**src/rtl/mbc_pkg.sv**
```systemverilog
package mbc_pkg;
  localparam int ADDR_W   = 16;
  localparam int DATA_W   = 8;
  localparam int ROM_OFS  = 14;
  localparam int RAM_OFS  = 13;

  typedef enum logic {
    MODEL_ROM_HEAVY = 1'b0,
    MODEL_RAM_HEAVY = 1'b1
  } model_e;

  // addr[15:13] region codes
  localparam logic [2:0] RGN_RAM_EN = 3'd0;
  localparam logic [2:0] RGN_ROM_LO = 3'd1;
  localparam logic [2:0] RGN_SHARED = 3'd2;
  localparam logic [2:0] RGN_MODEL  = 3'd3;
  localparam logic [2:0] RGN_RAM    = 3'd5;

  localparam logic [3:0] RAM_KEY = 4'hA;
endpackage

```
**src/rtl/mbc_ctrl_regs.sv**
```systemverilog
module mbc_ctrl_regs
  import mbc_pkg::*;
#(
  parameter int LO_W = 5,
  parameter int HI_W = 2
) (
  input  logic              clk_i,
  input  logic              rst_ni,
  input  logic              wr_i,
  input  logic [2:0]        rgn_i,
  input  logic [DATA_W-1:0] data_i,
  output logic              ram_en_o,
  output logic [LO_W-1:0]   rom_lo_o,
  output logic [HI_W-1:0]   shared_o,
  output model_e            model_o
);
  logic [3:0] hit;

  for (genvar g = 0; g < 4; g++) begin : g_dec
    assign hit[g] = wr_i && (rgn_i == 3'(g));
  end

  always_ff @(posedge clk_i or negedge rst_ni) begin
    if (!rst_ni) begin
      ram_en_o <= 1'b0;
      rom_lo_o <= '0;
      shared_o <= '0;
      model_o  <= MODEL_ROM_HEAVY;
    end else begin
      if (hit[RGN_RAM_EN]) ram_en_o <= (data_i[3:0] == RAM_KEY);
      if (hit[RGN_ROM_LO]) rom_lo_o <= data_i[LO_W-1:0];
      if (hit[RGN_SHARED]) shared_o <= data_i[HI_W-1:0];
      if (hit[RGN_MODEL])  model_o  <= model_e'(data_i[0]);
    end
  end
endmodule

```
**src/rtl/mbc_rom_map.sv**
```systemverilog
module mbc_rom_map
  import mbc_pkg::*;
#(
  parameter int LO_W = 5,
  parameter int HI_W = 2,
  localparam int BANK_W = LO_W + HI_W,
  localparam int ROM_AW = BANK_W + ROM_OFS
) (
  input  logic [ADDR_W-1:0] addr_i,
  input  logic [LO_W-1:0]   rom_lo_i,
  input  logic [HI_W-1:0]   shared_i,
  input  model_e            model_i,
  output logic [ROM_AW-1:0] rom_addr_o
);
  logic [LO_W-1:0]   lo_eff;
  logic [HI_W-1:0]   hi_eff;
  logic [BANK_W-1:0] bank;
  logic              upper;

  // bank 0 never appears in the switchable window
  assign lo_eff = (rom_lo_i == '0) ? LO_W'(1) : rom_lo_i;
  assign hi_eff = (model_i == MODEL_ROM_HEAVY) ? shared_i : '0;
  assign upper  = (addr_i[15:14] == 2'b01);
  assign bank   = upper ? {hi_eff, lo_eff} : '0;
  assign rom_addr_o = {bank, addr_i[ROM_OFS-1:0]};
endmodule

```
**src/rtl/mbc_ram_map.sv**
```systemverilog
module mbc_ram_map
  import mbc_pkg::*;
#(
  parameter int HI_W = 2,
  localparam int RAM_AW = HI_W + RAM_OFS
) (
  input  logic [ADDR_W-1:0] addr_i,
  input  logic [HI_W-1:0]   shared_i,
  input  model_e            model_i,
  input  logic              ram_en_i,
  input  logic [DATA_W-1:0] rom_rdata_i,
  input  logic [DATA_W-1:0] ram_rdata_i,
  output logic [RAM_AW-1:0] ram_addr_o,
  output logic              ram_cs_o,
  output logic [DATA_W-1:0] rdata_o
);
  logic [HI_W-1:0] rbank;

  assign rbank      = (model_i == MODEL_RAM_HEAVY) ? shared_i : '0;
  assign ram_addr_o = {rbank, addr_i[RAM_OFS-1:0]};
  assign ram_cs_o   = ram_en_i && (addr_i[15:13] == RGN_RAM);

  always_comb begin
    if (!addr_i[15])   rdata_o = rom_rdata_i;
    else if (ram_cs_o) rdata_o = ram_rdata_i;
    else               rdata_o = '1;
  end
endmodule

```
**src/rtl/mbc_bank_ctrl.sv**
```systemverilog
module mbc_bank_ctrl
  import mbc_pkg::*;
#(
  parameter int LO_W = 5,
  parameter int HI_W = 2,
  localparam int ROM_AW = LO_W + HI_W + ROM_OFS,
  localparam int RAM_AW = HI_W + RAM_OFS
) (
  input  logic              clk_i,
  input  logic              rst_ni,
  input  logic [ADDR_W-1:0] addr_i,
  input  logic [DATA_W-1:0] data_i,
  input  logic              wr_i,
  input  logic [DATA_W-1:0] rom_rdata_i,
  input  logic [DATA_W-1:0] ram_rdata_i,
  output logic [ROM_AW-1:0] rom_addr_o,
  output logic [RAM_AW-1:0] ram_addr_o,
  output logic              ram_cs_o,
  output logic [DATA_W-1:0] rdata_o
);
  logic            ram_en;
  logic [LO_W-1:0] rom_lo;
  logic [HI_W-1:0] shared;
  model_e          model;

  mbc_ctrl_regs #(.LO_W(LO_W), .HI_W(HI_W)) u_regs (
    .clk_i   (clk_i),
    .rst_ni  (rst_ni),
    .wr_i    (wr_i),
    .rgn_i   (addr_i[15:13]),
    .data_i  (data_i),
    .ram_en_o(ram_en),
    .rom_lo_o(rom_lo),
    .shared_o(shared),
    .model_o (model)
  );

  mbc_rom_map #(.LO_W(LO_W), .HI_W(HI_W)) u_rom (
    .addr_i    (addr_i),
    .rom_lo_i  (rom_lo),
    .shared_i  (shared),
    .model_i   (model),
    .rom_addr_o(rom_addr_o)
  );

  mbc_ram_map #(.HI_W(HI_W)) u_ram (
    .addr_i     (addr_i),
    .shared_i   (shared),
    .model_i    (model),
    .ram_en_i   (ram_en),
    .rom_rdata_i(rom_rdata_i),
    .ram_rdata_i(ram_rdata_i),
    .ram_addr_o (ram_addr_o),
    .ram_cs_o   (ram_cs_o),
    .rdata_o    (rdata_o)
  );
endmodule

```
**config.mk**
```make
export PLATFORM = sky130hd
export DESIGN_NAME = mbc_bank_ctrl
export DESIGN_NICKNAME = d
export VERILOG_FILES = /design/src/rtl/mbc_pkg.sv /design/src/rtl/mbc_ctrl_regs.sv /design/src/rtl/mbc_rom_map.sv /design/src/rtl/mbc_ram_map.sv /design/src/rtl/mbc_bank_ctrl.sv
export SDC_FILE = /design/constraint.sdc
export NUM_CORES = 1
export LEC_CHECK = 0
export BUFFER_PORTS_ARGS = -buffer_cell sky130_fd_sc_hd__buf_2
export CAP_MARGIN = 20
export CELL_PAD_IN_SITES_DETAIL_PLACEMENT = 0
export CELL_PAD_IN_SITES_GLOBAL_PLACEMENT = 1
export CORE_MARGIN = 2
export CORE_UTILIZATION = 21
export CTS_CLUSTER_SIZE = 40
export DETAILED_ROUTE_END_ITERATION = 7
export GPL_TIMING_DRIVEN = 0
export MAX_ROUTING_LAYER = met4
export PLACE_DENSITY_LB_ADDON = 0.12
export SYNTH_ARGS = -nofsm -noshare
export SYNTH_HDL_FRONTEND = slang
export SYNTH_SLANG_ARGS = --single-unit
```
**constraint.sdc**
```tcl
create_clock -name clk_i -period 1 [get_ports clk_i]
set_input_delay 0.05 -clock clk_i [delete_from_list [all_inputs] [get_ports clk_i]]
set_output_delay 0.05 -clock clk_i [all_outputs]
set_load 0.05 [all_outputs]
```
==> flow_summary.html <==
<table>
<tr><th>Metric</th><th>Value</th></tr>
<tr><th colspan="2">Die</th></tr>
<tr><td>Std-Cell Core Area</td><td>3390 sq um</td></tr>
<tr><td>Core Rows</td><td>21</td></tr>
<tr><td>Top-level port count</td><td>88</td></tr>
<tr><td>Floorplan die area</td><td>4100 sq um</td></tr>
<tr><td>Vertical die dimension</td><td>64.0 microns</td></tr>
<tr><td>Initial core utilization</td><td>22.3%</td></tr>
<tr><td>Width of the die</td><td>64.0 microns</td></tr>
<tr><th colspan="2">Cells and area</th></tr>
<tr><td>Net count, final</td><td>196</td></tr>
<tr><td>Leading cell type in the layout, fill and taps excluded</td><td>sky130_fd_sc_hd__buf_2</td></tr>
<tr><td>Highest-count cells in the layout ignoring fill and taps</td><td>sky130_fd_sc_hd__buf_2, sky130_fd_sc_hd__buf_4, sky130_fd_sc_hd__buf_6</td></tr>
<tr><td>Count of inserted antenna diode cells</td><td>0</td></tr>
<tr><td>Share of the core filled with cells</td><td>42.1%</td></tr>
<tr><td>Layout overhead on the synthesized area</td><td>88.6%</td></tr>
<tr><td>Share of post-route cells with drive strength above 1</td><td>88.8%</td></tr>
<tr><th colspan="2">Timing</th></tr>
<tr><td>Highest clock frequency the design can meet</td><td>799 MHz</td></tr>
<tr><td>Worst max-slew margin expressed relative to the limit</td><td>79.3%</td></tr>
<tr><td>Setup violations, final</td><td>18</td></tr>
<tr><td>Fin. Hold Viols</td><td>0</td></tr>
<tr><td>Worst hold slack after final layout</td><td>0.0321 ns</td></tr>
<tr><td>Tmin final</td><td>1.25 ns</td></tr>
<tr><td>RSZ-0062 raised after global routing</td><td>true</td></tr>
<tr><td>Worst clock skew</td><td>0 ns</td></tr>
<tr><td>Worst Max-Slew Pin Slew</td><td>0.309 ns</td></tr>
<tr><td>Final worst setup slack</td><td>-0.252 ns</td></tr>
<tr><td>Final period util</td><td>125%</td></tr>
<tr><td>Accumulated negative setup slack</td><td>-2.46 ns</td></tr>
<tr><td>Slew Viols, Final</td><td>0</td></tr>
<tr><th colspan="2">Detailed routing</th></tr>
<tr><td>First drt pass iteration count</td><td>4</td></tr>
<tr><td>Post-route ant nets</td><td>0</td></tr>
<tr><td>Post-Route WL</td><td>2.14 mm</td></tr>
<tr><td>Post-route DRC violation count</td><td>0</td></tr>
<tr><td>Vias</td><td>808</td></tr>
<tr><td>Avg Vias per Cell</td><td>4.08</td></tr>
<tr><td>Routed len/inst</td><td>10.8 microns</td></tr>
<tr><td>DR iter-0 viols</td><td>2</td></tr>
<tr><th colspan="2">Critical path</th></tr>
<tr><td>Kind of end point of the critical path</td><td>output pin</td></tr>
<tr><td>Worst Path Max Fanout</td><td>2</td></tr>
<tr><td>Critical Setup Path Class</td><td>flip-flop to output pin</td></tr>
<tr><td>Worst EP arrival</td><td>1.20 ns</td></tr>
<tr><td>Kind of launch point of the worst setup path</td><td>flip-flop</td></tr>
<tr><td>Critical path required time</td><td>0.95 ns</td></tr>
<tr><th colspan="2">Hold path</th></tr>
<tr><td>Worst Hold Class</td><td>input port to flip-flop</td></tr>
<tr><th colspan="2">Global routing</th></tr>
<tr><td>First-pass GRT wire length</td><td>3.53 mm</td></tr>
<tr><td>Number of global-route vias before repair</td><td>801</td></tr>
<tr><td>Overall fraction of global-route tracks in use</td><td>10.8%</td></tr>
<tr><td>Grt ovf</td><td>0</td></tr>
<tr><td>Antenna violations before repair</td><td>0</td></tr>
<tr><td>Largest net degree at the start of global routing</td><td>12</td></tr>
<tr><th colspan="2">Place</th></tr>
<tr><td>IO buf count</td><td>71</td></tr>
<tr><td>Placed wire-length estimate after detailed placement</td><td>1.67 mm</td></tr>
<tr><td>Gpl congestion</td><td>0.636</td></tr>
<tr><th colspan="2">Clock tree</th></tr>
<tr><td>Clock latency reported for the late side of the worst-skew pair</td><td>0.25 ns</td></tr>
<tr><td>CTS tree</td><td>built</td></tr>
<tr><td>Number of levels in the clock H-tree</td><td>1</td></tr>
<tr><td>Clock-pin transition on the worst setup and hold timing paths</td><td>0.06 ns</td></tr>
<tr><td>CTS sink cnt</td><td>9</td></tr>
<tr><td>Clock tree root driver cell</td><td>sky130_fd_sc_hd__clkbuf_4</td></tr>
<tr><td>TritonCTS Buffers</td><td>3</td></tr>
<tr><td>Bufs on Longest Clock Path</td><td>2</td></tr>
<tr><th colspan="2">Synthesis</th></tr>
<tr><td>Proportion of netlist area held by the largest area contributor</td><td>29.8%</td></tr>
<tr><td>Flop and latch count out of synthesis</td><td>9</td></tr>
<tr><td>Post-Syn Area</td><td>757 sq um</td></tr>
<tr><td>Share of the yosys chip area belonging to registers</td><td>29.8%</td></tr>
<tr><td>Yosys warnings</td><td>0</td></tr>
<tr><td>Average size of a mapped cell</td><td>10.5 sq um</td></tr>
<tr><td>Cell types occupying the most area after synthesis</td><td>sky130_fd_sc_hd__dfrtp_1, sky130_fd_sc_hd__buf_4, sky130_fd_sc_hd__mux2_2</td></tr>
<tr><td>Area leader, netlist</td><td>sky130_fd_sc_hd__dfrtp_1</td></tr>
<tr><td>Synthesized netlist net count</td><td>115</td></tr>
<tr><td>Post-synthesis instance total</td><td>72</td></tr>
<tr><td>Number of distinct standard cells referenced by the synthesized netlist</td><td>16</td></tr>
<tr><th colspan="2">Power and ir drop</th></tr>
<tr><td>Power density of the placed cells</td><td>1240 nW/um^2</td></tr>
<tr><td>Worst IR drop on VDD</td><td>0.706 mV</td></tr>
<tr><td>Standby leakage power</td><td>0.747 nW</td></tr>
<tr><th colspan="2">Outcome</th></tr>
<tr><td>Violated checks</td><td>setup timing</td></tr>
<tr><td>Result of the run</td><td>complete, but fails checks</td></tr>
<tr><th colspan="2">Flow run</th></tr>
<tr><td>Max cap viols</td><td>0</td></tr>
</table>
## final cells by class
cell class | count | area, sq um
flip-flops and latches | 9 | 226
repair buffers | 75 | 523
multi-input cells | 35 | 380
well taps | 46 | 57.6
plain buffers | 28 | 210
clock buffers | 4 | 26.3
inverters | 1 | 3.75
fillers | 340 | 1960
## power by group
part | total, mW | internal (mW) | switching [mW] | leakage, nW
clock network | 0.269 | 0.153 | 0.116 | 0.0150
registers | 0.503 | 0.439 | 0.0640 | 0.108
logic | 0.997 | 0.434 | 0.563 | 0.624
total | 1.77 | 1.03 | 0.743 | 0.747
## kinds of logic after synthesis
logic type,synth area share (%)
buf+inv,28.3
simple gates,18.3
compound gates,10.2
mux,13.4
flops,29.8
## routing by layer
layer  vias up  global-route usage [%]  part of all wire, %
li1        399                       -                    -
met1       362                    13.1                   39
met2        47                    18.9                   51
met3         0                    2.64                   10
met4         0                   0.815                    0
met5         -                       -                    0
## sequential cells by signal, indices dropped and copies added, names as in the netlist
signal and flops:
u_regs.model_o 1, u_regs.ram_en_o 1, u_regs.rom_lo_o 5, u_regs.shared_o 2
## synthesized netlist by cell type
| cell | number |
|---|---|
| sky130_fd_sc_hd__nor4_1 | 1 |
| sky130_fd_sc_hd__mux2_2 | 9 |
| sky130_fd_sc_hd__and3b_1 | 2 |
| sky130_fd_sc_hd__inv_1 | 1 |
| sky130_fd_sc_hd__and4bb_4 | 1 |
| sky130_fd_sc_hd__nor4bb_1 | 1 |
| sky130_fd_sc_hd__and2_1 | 6 |
| sky130_fd_sc_hd__nor4b_1 | 1 |
| sky130_fd_sc_hd__dfrtp_1 | 9 |
| sky130_fd_sc_hd__buf_4 | 28 |
| sky130_fd_sc_hd__o22a_1 | 8 |
| sky130_fd_sc_hd__nor2b_1 | 1 |
| sky130_fd_sc_hd__o21a_1 | 1 |
| sky130_fd_sc_hd__and4bb_2 | 1 |
| sky130_fd_sc_hd__nand4b_1 | 1 |
| sky130_fd_sc_hd__nand4b_2 | 1 |
## critical path, cell delays in order, from the launching register on
cell and delay, ns:
sky130_fd_sc_hd__dfrtp_1 0.40, sky130_fd_sc_hd__nor4_2 0.25, sky130_fd_sc_hd__o21a_2 0.16, sky130_fd_sc_hd__buf_8 0.14
## stage by stage
step	setup WS, ns	instances	total power [mW]	cell area (sq um)
2_1_floorplan	0.0218	72	1.12	768
3_3_place_gp	-0.111	189	1.31	1180
3_5_place_dp	-0.127	189	1.31	1180
4_1_cts	-0.270	198	1.76	1410
5_1_grt	-0.324	198	1.87	1430
6_report	-0.252	198	1.77	1430
## path summary, 6_finish.rpt
| check | cells past startpoint | slack [ns] | endpoint | startpoint |
|---|---|---|---|---|
| min in group asynchronous | 2 | 0.17 | u_regs.rom_lo_o[3] | rst_ni |
| max in group asynchronous | 2 | 0.63 | u_regs.ram_en_o | rst_ni |
| max reg2reg | 2 | 0.08 | u_regs.model_o | u_regs.model_o |
| min reg2reg | 1 | 0.51 | u_regs.rom_lo_o[0] | u_regs.rom_lo_o[0] |
| min | 2 | 0.03 | u_regs.rom_lo_o[4] | data_i[4] |
| max | 3 | -0.25 | rom_addr_o[14] | u_regs.rom_lo_o[3] |
## repair_timing
action                                 in CTS  in global routing
buffers inserted                            3                  1
hold buffers                                1                  0
pin swaps                                   9                  1
endpoints found under the hold margin       9                  0
cloned                                      1                  0
setup endpoints to repair                  18                 18
resized for setup                          47                  5
(Power assumes the default switching activity.)
